--- src/rtl/spf_pkg.sv ---
// Shared types for the stride prefetcher.
// Assumes nothing beyond being compiled before the modules that import it.
package spf_pkg;
    typedef enum logic [1:0] {
        SLOT_EMPTY = 2'd0,
        SLOT_PEND  = 2'd1,
        SLOT_FULL  = 2'd2
    } slot_st_e;
endpackage

--- src/rtl/spf_stream_table.sv ---
// Stream table: trains signed strides from demand lines and picks one
// confirmed stream per cycle to request its next line.
// Assumes: streams stay farther apart than MAX_STRIDE lines, and every issued
// prefetch is eventually reported back through fill_done / fill_sid.
module spf_stream_table #(
    parameter int LINE_W     = 16,
    parameter int N_STREAMS  = 8,
    parameter int MAX_STRIDE = 8,
    parameter int AGE_LIMIT  = 256,
    localparam int SID_W = $clog2(N_STREAMS),
    localparam int STR_W = $clog2(MAX_STRIDE + 1) + 1,
    localparam int AGE_W = $clog2(AGE_LIMIT + 1)
) (
    input  logic              clk,
    input  logic              rst_n,
    input  logic              dmd_valid,
    input  logic [LINE_W-1:0] dmd_line,
    input  logic              port_idle,
    input  logic              slot_free,
    input  logic              fill_done,
    input  logic [SID_W-1:0]  fill_sid,
    output logic              pf_valid,
    output logic [LINE_W-1:0] pf_line,
    output logic [SID_W-1:0]  pf_sid
);
    logic                     valid_q [N_STREAMS];
    logic                     want_q  [N_STREAMS];
    logic                     busy_q  [N_STREAMS];
    logic [LINE_W-1:0]        last_q  [N_STREAMS];
    logic signed [STR_W-1:0]  stride_q[N_STREAMS];
    logic [1:0]               conf_q  [N_STREAMS];
    logic [AGE_W-1:0]         age_q   [N_STREAMS];
    logic [SID_W-1:0]         rr_q;

    logic [LINE_W-1:0]        diff [N_STREAMS];
    logic [N_STREAMS-1:0]     near, cand, empty;

    // Per-entry window test, issue eligibility and free-entry flags.
    for (genvar i = 0; i < N_STREAMS; i++) begin : g_entry
        assign diff[i]  = dmd_line - last_q[i];
        assign near[i]  = valid_q[i]
                       && ($signed(diff[i]) <=  $signed(LINE_W'(MAX_STRIDE)))
                       && ($signed(diff[i]) >= -$signed(LINE_W'(MAX_STRIDE)));
        assign cand[i]  = valid_q[i] && want_q[i] && !busy_q[i] && (conf_q[i] >= 2'd2);
        assign empty[i] = !valid_q[i];
    end

    logic             hit_any, free_any, cand_any;
    logic [SID_W-1:0] hit_idx, free_idx, iss_idx, victim;

    // Lowest-index priority encoders for training, allocation and issue.
    always_comb begin
        hit_any = 1'b0; free_any = 1'b0; cand_any = 1'b0;
        hit_idx = '0;   free_idx = '0;   iss_idx  = '0;
        for (int i = N_STREAMS - 1; i >= 0; i--) begin
            if (near[i])  begin hit_any  = 1'b1; hit_idx  = SID_W'(i); end
            if (empty[i]) begin free_any = 1'b1; free_idx = SID_W'(i); end
            if (cand[i])  begin cand_any = 1'b1; iss_idx  = SID_W'(i); end
        end
        victim = free_any ? free_idx : rr_q;
    end

    logic [LINE_W-1:0]       hit_diff;
    logic signed [STR_W-1:0] hit_str;
    logic signed [STR_W-1:0] iss_str;
    assign hit_diff = diff[hit_idx];
    assign hit_str  = STR_W'(hit_diff);
    assign iss_str  = stride_q[iss_idx];

    // Request goes out only into an idle port slot with buffer room.
    assign pf_valid = port_idle && cand_any && slot_free;
    assign pf_sid   = iss_idx;
    assign pf_line  = last_q[iss_idx] + {{(LINE_W-STR_W){iss_str[STR_W-1]}}, iss_str};

    // Ageing, outstanding tracking, training and allocation.
    always_ff @(posedge clk) begin
        if (!rst_n) begin
            rr_q <= '0;
            for (int i = 0; i < N_STREAMS; i++) begin
                valid_q[i] <= 1'b0; want_q[i] <= 1'b0; busy_q[i] <= 1'b0;
                last_q[i]  <= '0;   stride_q[i] <= '0; conf_q[i] <= '0;
                age_q[i]   <= '0;
            end
        end else begin
            for (int i = 0; i < N_STREAMS; i++) begin
                if (valid_q[i]) begin
                    if (age_q[i] == AGE_W'(AGE_LIMIT - 1)) valid_q[i] <= 1'b0;
                    else age_q[i] <= age_q[i] + 1'b1;
                end
                if (fill_done && fill_sid == SID_W'(i)) busy_q[i] <= 1'b0;
                if (pf_valid && iss_idx == SID_W'(i)) begin
                    want_q[i] <= 1'b0;
                    busy_q[i] <= 1'b1;
                end
            end
            if (dmd_valid) begin
                if (hit_any) begin
                    valid_q[hit_idx] <= 1'b1;
                    age_q[hit_idx]   <= '0;
                    if (hit_diff != '0) begin
                        last_q[hit_idx] <= dmd_line;
                        if (hit_str == stride_q[hit_idx]) begin
                            if (conf_q[hit_idx] != 2'd3) conf_q[hit_idx] <= conf_q[hit_idx] + 2'd1;
                            want_q[hit_idx] <= (conf_q[hit_idx] >= 2'd1);
                        end else begin
                            stride_q[hit_idx] <= hit_str;
                            conf_q[hit_idx]   <= 2'd0;
                            want_q[hit_idx]   <= 1'b0;
                        end
                    end
                end else begin
                    valid_q[victim]  <= 1'b1;
                    last_q[victim]   <= dmd_line;
                    stride_q[victim] <= '0;
                    conf_q[victim]   <= 2'd0;
                    want_q[victim]   <= 1'b0;
                    busy_q[victim]   <= 1'b0;
                    age_q[victim]    <= '0;
                    rr_q             <= rr_q + 1'b1;
                end
            end
        end
    end

    for (genvar i = 0; i < N_STREAMS; i++) begin : g_chk
        AST_CONFIRMED_NONZERO: assert property (@(posedge clk) disable iff (!rst_n)
            (valid_q[i] && conf_q[i] >= 2'd2) |-> (stride_q[i] != '0));
        AST_AGE_BOUND: assert property (@(posedge clk) disable iff (!rst_n)
            valid_q[i] |-> (age_q[i] < AGE_W'(AGE_LIMIT)));
        AST_BUSY_AFTER_ISSUE: assert property (@(posedge clk) disable iff (!rst_n)
            (pf_valid && iss_idx == SID_W'(i) && !(dmd_valid && !hit_any && victim == SID_W'(i)))
            |=> busy_q[i]);
    end
endmodule

--- src/rtl/spf_line_buf.sv ---
// Private prefetch line buffer: slots are reserved in FIFO order at issue,
// filled on return and handed to demands that hit or wait on them.
// Assumes N_BUF is a power of two and no line is held in two slots at once.
module spf_line_buf
    import spf_pkg::*;
#(
    parameter int LINE_W = 16,
    parameter int DATA_W = 32,
    parameter int N_BUF  = 8,
    parameter int SID_W  = 3,
    localparam int BUF_W = $clog2(N_BUF)
) (
    input  logic              clk,
    input  logic              rst_n,
    input  logic              alloc,
    input  logic [LINE_W-1:0] alloc_line,
    input  logic [SID_W-1:0]  alloc_sid,
    output logic              slot_free,
    input  logic              dmd_valid,
    input  logic [LINE_W-1:0] dmd_line,
    input  logic              fill_valid,
    input  logic [LINE_W-1:0] fill_line,
    input  logic [DATA_W-1:0] fill_data,
    output logic              fill_done,
    output logic [SID_W-1:0]  fill_sid,
    output logic              hit_valid,
    output logic [LINE_W-1:0] hit_line,
    output logic [DATA_W-1:0] hit_data
);
    slot_st_e          st_q   [N_BUF];
    logic [LINE_W-1:0] line_q [N_BUF];
    logic [DATA_W-1:0] data_q [N_BUF];
    logic [SID_W-1:0]  sid_q  [N_BUF];
    logic              claim_q[N_BUF];
    logic [BUF_W-1:0]  wr_q;

    logic [N_BUF-1:0] dmd_full_m, dmd_pend_m, fill_m, ready;

    // Per-slot match flags against the demand and the fill.
    for (genvar i = 0; i < N_BUF; i++) begin : g_slot
        assign dmd_full_m[i] = dmd_valid  && st_q[i] == SLOT_FULL && line_q[i] == dmd_line;
        assign dmd_pend_m[i] = dmd_valid  && st_q[i] == SLOT_PEND && line_q[i] == dmd_line;
        assign fill_m[i]     = fill_valid && st_q[i] == SLOT_PEND && line_q[i] == fill_line;
        assign ready[i]      = st_q[i] == SLOT_FULL && claim_q[i];
    end

    logic [BUF_W-1:0] hf_idx, rd_idx, fm_idx;

    // Lowest-index encoders for demand hit, waiting delivery and fill.
    always_comb begin
        hf_idx = '0; rd_idx = '0; fm_idx = '0;
        for (int i = N_BUF - 1; i >= 0; i--) begin
            if (dmd_full_m[i]) hf_idx = BUF_W'(i);
            if (ready[i])      rd_idx = BUF_W'(i);
            if (fill_m[i])     fm_idx = BUF_W'(i);
        end
    end

    assign fill_done = |fill_m;
    assign fill_sid  = sid_q[fm_idx];
    assign slot_free = !(st_q[wr_q] == SLOT_PEND) && !(st_q[wr_q] == SLOT_FULL && claim_q[wr_q]);

    // Delivery, claiming, filling and FIFO allocation of slots.
    always_ff @(posedge clk) begin
        if (!rst_n) begin
            wr_q <= '0; hit_valid <= 1'b0; hit_line <= '0; hit_data <= '0;
            for (int i = 0; i < N_BUF; i++) begin
                st_q[i] <= SLOT_EMPTY; line_q[i] <= '0; data_q[i] <= '0;
                sid_q[i] <= '0; claim_q[i] <= 1'b0;
            end
        end else begin
            hit_valid <= 1'b0;
            if (|dmd_full_m) begin
                hit_valid    <= 1'b1;
                hit_line     <= line_q[hf_idx];
                hit_data     <= data_q[hf_idx];
                st_q[hf_idx] <= SLOT_EMPTY;
            end else if (|ready) begin
                hit_valid       <= 1'b1;
                hit_line        <= line_q[rd_idx];
                hit_data        <= data_q[rd_idx];
                st_q[rd_idx]    <= SLOT_EMPTY;
                claim_q[rd_idx] <= 1'b0;
            end
            for (int i = 0; i < N_BUF; i++)
                if (dmd_pend_m[i]) claim_q[i] <= 1'b1;
            if (fill_done) begin
                st_q[fm_idx]   <= SLOT_FULL;
                data_q[fm_idx] <= fill_data;
            end
            if (alloc) begin
                st_q[wr_q]    <= SLOT_PEND;
                line_q[wr_q]  <= alloc_line;
                sid_q[wr_q]   <= alloc_sid;
                claim_q[wr_q] <= 1'b0;
                wr_q          <= wr_q + 1'b1;
            end
        end
    end

    AST_SINGLE_HIT: assert property (@(posedge clk) disable iff (!rst_n)
        $onehot0(dmd_full_m));
    AST_ALLOC_SAFE: assert property (@(posedge clk) disable iff (!rst_n)
        alloc |-> slot_free);
    AST_FILL_LANDS: assert property (@(posedge clk) disable iff (!rst_n)
        (fill_done && !alloc) |=> (st_q[$past(fm_idx)] != SLOT_PEND));
endmodule

--- src/rtl/stride_pf.sv ---
// Stride prefetcher top: joins the stream table to the private line buffer.
// Assumes every issued prefetch is eventually answered on the fill inputs.
module stride_pf #(
    parameter int LINE_W     = 16,
    parameter int DATA_W     = 32,
    parameter int N_STREAMS  = 8,
    parameter int N_BUF      = 8,
    parameter int MAX_STRIDE = 8,
    parameter int AGE_LIMIT  = 256
) (
    input  logic              clk,
    input  logic              rst_n,
    input  logic              dmd_valid,
    input  logic [LINE_W-1:0] dmd_line,
    input  logic              port_idle,
    input  logic              fill_valid,
    input  logic [LINE_W-1:0] fill_line,
    input  logic [DATA_W-1:0] fill_data,
    output logic              pf_valid,
    output logic [LINE_W-1:0] pf_line,
    output logic              hit_valid,
    output logic [LINE_W-1:0] hit_line,
    output logic [DATA_W-1:0] hit_data
);
    localparam int SID_W = $clog2(N_STREAMS);

    logic             slot_free, fill_done;
    logic [SID_W-1:0] fill_sid, pf_sid;

    spf_stream_table #(
        .LINE_W(LINE_W), .N_STREAMS(N_STREAMS),
        .MAX_STRIDE(MAX_STRIDE), .AGE_LIMIT(AGE_LIMIT)
    ) table_i (
        .clk(clk), .rst_n(rst_n), .dmd_valid(dmd_valid), .dmd_line(dmd_line),
        .port_idle(port_idle), .slot_free(slot_free), .fill_done(fill_done),
        .fill_sid(fill_sid), .pf_valid(pf_valid), .pf_line(pf_line), .pf_sid(pf_sid)
    );

    spf_line_buf #(
        .LINE_W(LINE_W), .DATA_W(DATA_W), .N_BUF(N_BUF), .SID_W(SID_W)
    ) buf_i (
        .clk(clk), .rst_n(rst_n), .alloc(pf_valid), .alloc_line(pf_line),
        .alloc_sid(pf_sid), .slot_free(slot_free), .dmd_valid(dmd_valid),
        .dmd_line(dmd_line), .fill_valid(fill_valid), .fill_line(fill_line),
        .fill_data(fill_data), .fill_done(fill_done), .fill_sid(fill_sid),
        .hit_valid(hit_valid), .hit_line(hit_line), .hit_data(hit_data)
    );

    AST_IDLE_ONLY: assert property (@(posedge clk) disable iff (!rst_n)
        pf_valid |-> port_idle);
endmodule

--- config.mk ---
export PLATFORM = sky130hd
export DESIGN_NAME = stride_pf
export DESIGN_NICKNAME = d
export VERILOG_FILES = /design/src/rtl/spf_pkg.sv /design/src/rtl/spf_stream_table.sv /design/src/rtl/spf_line_buf.sv /design/src/rtl/stride_pf.sv
export SDC_FILE = /design/constraint.sdc
export NUM_CORES = 2
export LEC_CHECK = 0
export BUFFER_PORTS_ARGS = -buffer_cell sky130_fd_sc_hd__buf_2
export CORE_MARGIN = 1.5
export CORE_UTILIZATION = 23
export CTS_BUF_LIST = sky130_fd_sc_hd__clkbuf_16
export DETAILED_ROUTE_END_ITERATION = 12
export GPL_TIMING_DRIVEN = 0
export PLACE_DENSITY = 0.45
export SYNTH_ARGS = -nofsm -noshare
export SYNTH_HDL_FRONTEND = slang
export SYNTH_HIERARCHICAL = 1
export SYNTH_SLANG_ARGS = --single-unit
export TNS_END_PERCENT = 50
--- constraint.sdc ---
create_clock -name clk -period 12.7 [get_ports clk]
set_input_delay 3.175 -clock clk [delete_from_list [all_inputs] [get_ports clk]]
set_output_delay 3.175 -clock clk [all_outputs]
set_load 0.05 [all_outputs]
==> implementation parameters <==
Parameter                              Value

Outcome
  Outcome    finished with violations
  Violations in the final reports    capacitance limit, slew limit

Pwr
  Net Sw Power    0.00197 W
  Power density of the placed cells    109 nW/µm²
  Proportion of power drawn by the clock network    40.6%
  Leakage    21.8 nW
  Total Power    0.00654 W
  Combinational group share of total power    15.3%
  Switching Fraction    30.2%
  Sequential power share    44.0%
  Total internal power    0.00457 W
  Worst vdd ir    0.0892 mV

Finish
  Cell Count, Final, Fillers Out    9005
  Proportion of layout cells with a drive suffix above 1    9.40%
  Count of nets after finishing    6159
  Signed area change from the synthesized netlist to the final layout    14.8%

CTS
  Clock tree root driver cell    sky130_fd_sc_hd__clkbuf_16
  Clock latency reported for the late side of the worst-skew pair    0.75 ns
  TritonCTS clock tree    yes
  Max clock buf depth    3
  Clock net sink count    770
  Number of buffers inserted by post-CTS setup repair    0
  Clock buffers created by TritonCTS    90
  Post-CTS clock slew at the launch and capture registers of the worst setup and hold paths    0.06 ns
  H-tree depth    3

Logic synthesis
  Mean cell area of the mapped netlist    9.17 µm²
  Number of library cell types mapped by synthesis    120
  Proportion of synthesized chip area in sequential cells    40.9%
  Synth Net Count    5932
  Post-synthesis sequential element count    770
  Post-synth ARST share    0%
  Number of enable-type register cells in the synthesized netlist    595
  Total number of yosys warnings    6
  Number of instances in the synthesized netlist    5699
  Commonest register cell after synthesis    sky130_fd_sc_hd__edfxtp_1
  Synthesized area    52300 µm²

Placement
  Port Buf Inserts    116
  Placer's final routability congestion estimate    1.01
  DP HPWL    191000 µm
  Number of placed instances with taps included    8826

Floorplanning
  Initial core utilization    23.2%
  Core box area    225000 µm²
  Die height    480 µm
  Cell row count    174
  Total I/O pin count    135
  Horizontal die dimension    480 µm
  Die Footprint    230000 µm²

Detailed routing
  Via count    47800
  Drt drc    0
  Detailed Routing Iterations Pass 1    6
  Total detailed-routing wirelength    252000 µm
  Average wire length per cell after detail routing    28.0 µm
  Detail-routed via count per cell    5.31
  Detailed router's first-iteration violation count    5294
  Residual antenna-violating net count after detailed routing    0

Worst hold path
  Worst Hold Class    flop to flop

STA
  Final setup violation count    0
  Slew Limit Headroom    -9.66%
  Post-layout minimum cycle time    12.15 ns
  Unrepaired setup endpoints after global routing    no
  Endpoints failing hold    0
  Setup TNS    0 ns
  Post-route clock skew    0.0388 ns
  Transition at the pin with the smallest max-transition slack    1.63 ns
  Ratio of final minimum period to clock period    95.7%
  Maximum frequency from static timing analysis    82.3 MHz
  Number of max-slew violations in the final report    15

GRT
  Global router's overall resource usage    21.1%
  Leftover overflow at the end of global routing    0
  Maximum number of pins on one net before global-route repair    30
  Initial antenna violation count    25
  Via count of the first global-routing pass    44900
  Global-route wire length before repair    348000 µm

Critical path
  Maximum fanout count along the critical path    16
  Startpoint-to-endpoint class of the critical path    input port to flop
  CP Launch Type    input port
  Setup crit end kind    flop
  Worst EP required    13.06 ns
  CP arrival    12.51 ns

Job
  Number of violations of the max-capacitance limit    2
## state kept, by name, indices dropped and copies added, names as in the netlist, 3 cells and up, named ones only
signal / count
buf_i/hit_line: 16
table_i/valid_q: 8
table_i/rr_q: 3
buf_i/st_q: 16
table_i/conf_q: 16
buf_i/claim_q: 8
table_i/stride_q: 40
buf_i/hit_data: 32
table_i/want_q: 8
buf_i/line_q: 128
table_i/age_q: 72
buf_i/wr_q: 3
table_i/busy_q: 8
buf_i/sid_q: 24
table_i/last_q: 128
buf_i/data_q: 256
## power groups by stage
stage	Clock [W]	Combinational [W]	Sequential, W
after global placement	0	0.000972	0.00294
after floorplan	0	0.000638	0.00288
after global routing	0.00277	0.00107	0.00288
after detailed placement	0	0.000991	0.00293
after CTS	0.00269	0.000996	0.00288
final	0.00266	0.00100	0.00288
## layer usage
layer  routed length, µm  global-route usage [%]
met1              105000                    27.5
met2              115000                    34.4
met3               19100                    3.30
met4               12100                    9.04
met5                  52                       0
## logic make-up after synthesis
kind of cell | count (synthesis) | share of synthesized area, %
AND/OR/NAND/NOR | 2321 | 22.8
AO/OA/AOI/OAI | 1271 | 16.3
flip-flops | 770 | 40.9
buffers and inverters | 536 | 4.45
XOR/XNOR | 399 | 6.68
multiplexers | 238 | 4.81
adder cells (fa/ha/maj) | 164 | 4.05
## path summary, 6_finish.rpt
check | startpoint | to | slack, ns | cells after the start
worst min register to register | table_i/rr_q[1] | table_i/rr_q[1] | 0.48 | 2
worst max register to register | table_i/last_q[5][0] | table_i/last_q[1][9] | 3.91 | 19
worst min-delay path | table_i/rr_q[1] | table_i/rr_q[1] | 0.48 | 2
worst max-delay path | dmd_line[1] | table_i/last_q[1][9] | 0.55 | 20
## critical path, cell delays in order
cell,delay (ns)
sky130_fd_sc_hd__buf_2,0.44
sky130_fd_sc_hd__clkinv_1,0.83
sky130_fd_sc_hd__fa_1,0.72
sky130_fd_sc_hd__nand2b_1,0.18
sky130_fd_sc_hd__a211oi_1,0.54
sky130_fd_sc_hd__o211a_1,0.24
sky130_fd_sc_hd__o2111ai_1,0.13
sky130_fd_sc_hd__mux2i_1,0.15
sky130_fd_sc_hd__a2111oi_0,0.90
sky130_fd_sc_hd__nor4_2,0.23
sky130_fd_sc_hd__nor3_1,1.03
sky130_fd_sc_hd__nand2_1,0.41
sky130_fd_sc_hd__nor2_2,0.57
sky130_fd_sc_hd__nand3_2,0.21
sky130_fd_sc_hd__o31ai_1,0.83
sky130_fd_sc_hd__and2_1,0.22
sky130_fd_sc_hd__clkbuf_1,0.35
sky130_fd_sc_hd__nand2_1,0.39
sky130_fd_sc_hd__buf_2,0.32
sky130_fd_sc_hd__nand2_1,0.59
## layout make-up
class                   count  area [µm²]
fillers                 24200      165000
multi-input cells        4393       28700
flip-flops and latches    770       21400
well taps                2992        3740
clock buffers              91        2280
plain buffers             327        1540
repair buffers            135         936
inverters                 209         785
clock inverters            78         622
diodes                     10        25.0
## layout by cell type, fill, tap and decap left out, types with 45 or more instances in the layout
cell type,instances
sky130_fd_sc_hd__edfxtp_1,595
sky130_fd_sc_hd__nand2_1,561
sky130_fd_sc_hd__nor2_1,455
sky130_fd_sc_hd__and2_1,401
sky130_fd_sc_hd__o21ai_0,297
sky130_fd_sc_hd__a21oi_1,296
sky130_fd_sc_hd__xnor2_1,237
sky130_fd_sc_hd__inv_1,220
sky130_fd_sc_hd__clkbuf_1,196
sky130_fd_sc_hd__buf_2,193
sky130_fd_sc_hd__nand3_1,188
sky130_fd_sc_hd__mux2i_1,187
sky130_fd_sc_hd__dfxtp_1,175
sky130_fd_sc_hd__xor2_1,159
sky130_fd_sc_hd__ha_1,155
sky130_fd_sc_hd__nor3_1,147
sky130_fd_sc_hd__nand4_1,114
sky130_fd_sc_hd__clkbuf_16,91
sky130_fd_sc_hd__and3_1,80
sky130_fd_sc_hd__o211ai_1,79
sky130_fd_sc_hd__a211oi_1,72
sky130_fd_sc_hd__nor4_1,62
sky130_fd_sc_hd__nand2b_1,50
sky130_fd_sc_hd__a21o_1,45
## timing repair
item,4_1_cts,5_1_grt
endpoints found under the setup margin,2,2
hold buffers,0,0
resized for setup,3,5
## through the flow
stage | hold WS [ns] | instance area (µm²) | utilization [%] | setup slack (ns)
final | 0.480 | 60000 | 26.6 | 0.551
after global routing | 0.516 | 60000 | 26.6 | 0.292
after CTS | 0.480 | 60000 | 26.6 | 0.170
after detailed placement | 0.471 | 57100 | 25.3 | -0.187
after global placement | 0.471 | 56600 | 25.1 | -0.238
after floorplan | 0.453 | 52300 | - | 3.65
## Yosys cell counts (all sizes together), types with 148 or more instances
| cell type | instances | area share (%) |
|---|---|---|
| xnor2 | 238 | 4.0 |
| inv | 206 | 1.5 |
| dfxtp | 175 | 6.7 |
| nor2 | 459 | 3.3 |
| nand2 | 572 | 4.1 |
| o21ai | 329 | 3.2 |
| nor3 | 148 | 1.4 |
| ha | 155 | 3.7 |
| mux2i | 187 | 3.6 |
| and2 | 406 | 4.9 |
| clkbuf | 197 | 1.4 |
| edfxtp | 595 | 34 |
| a21oi | 301 | 2.9 |
| xor2 | 161 | 2.7 |
| nand3 | 191 | 1.9 |
No activity file was read; power rests on OpenSTA's default activity.
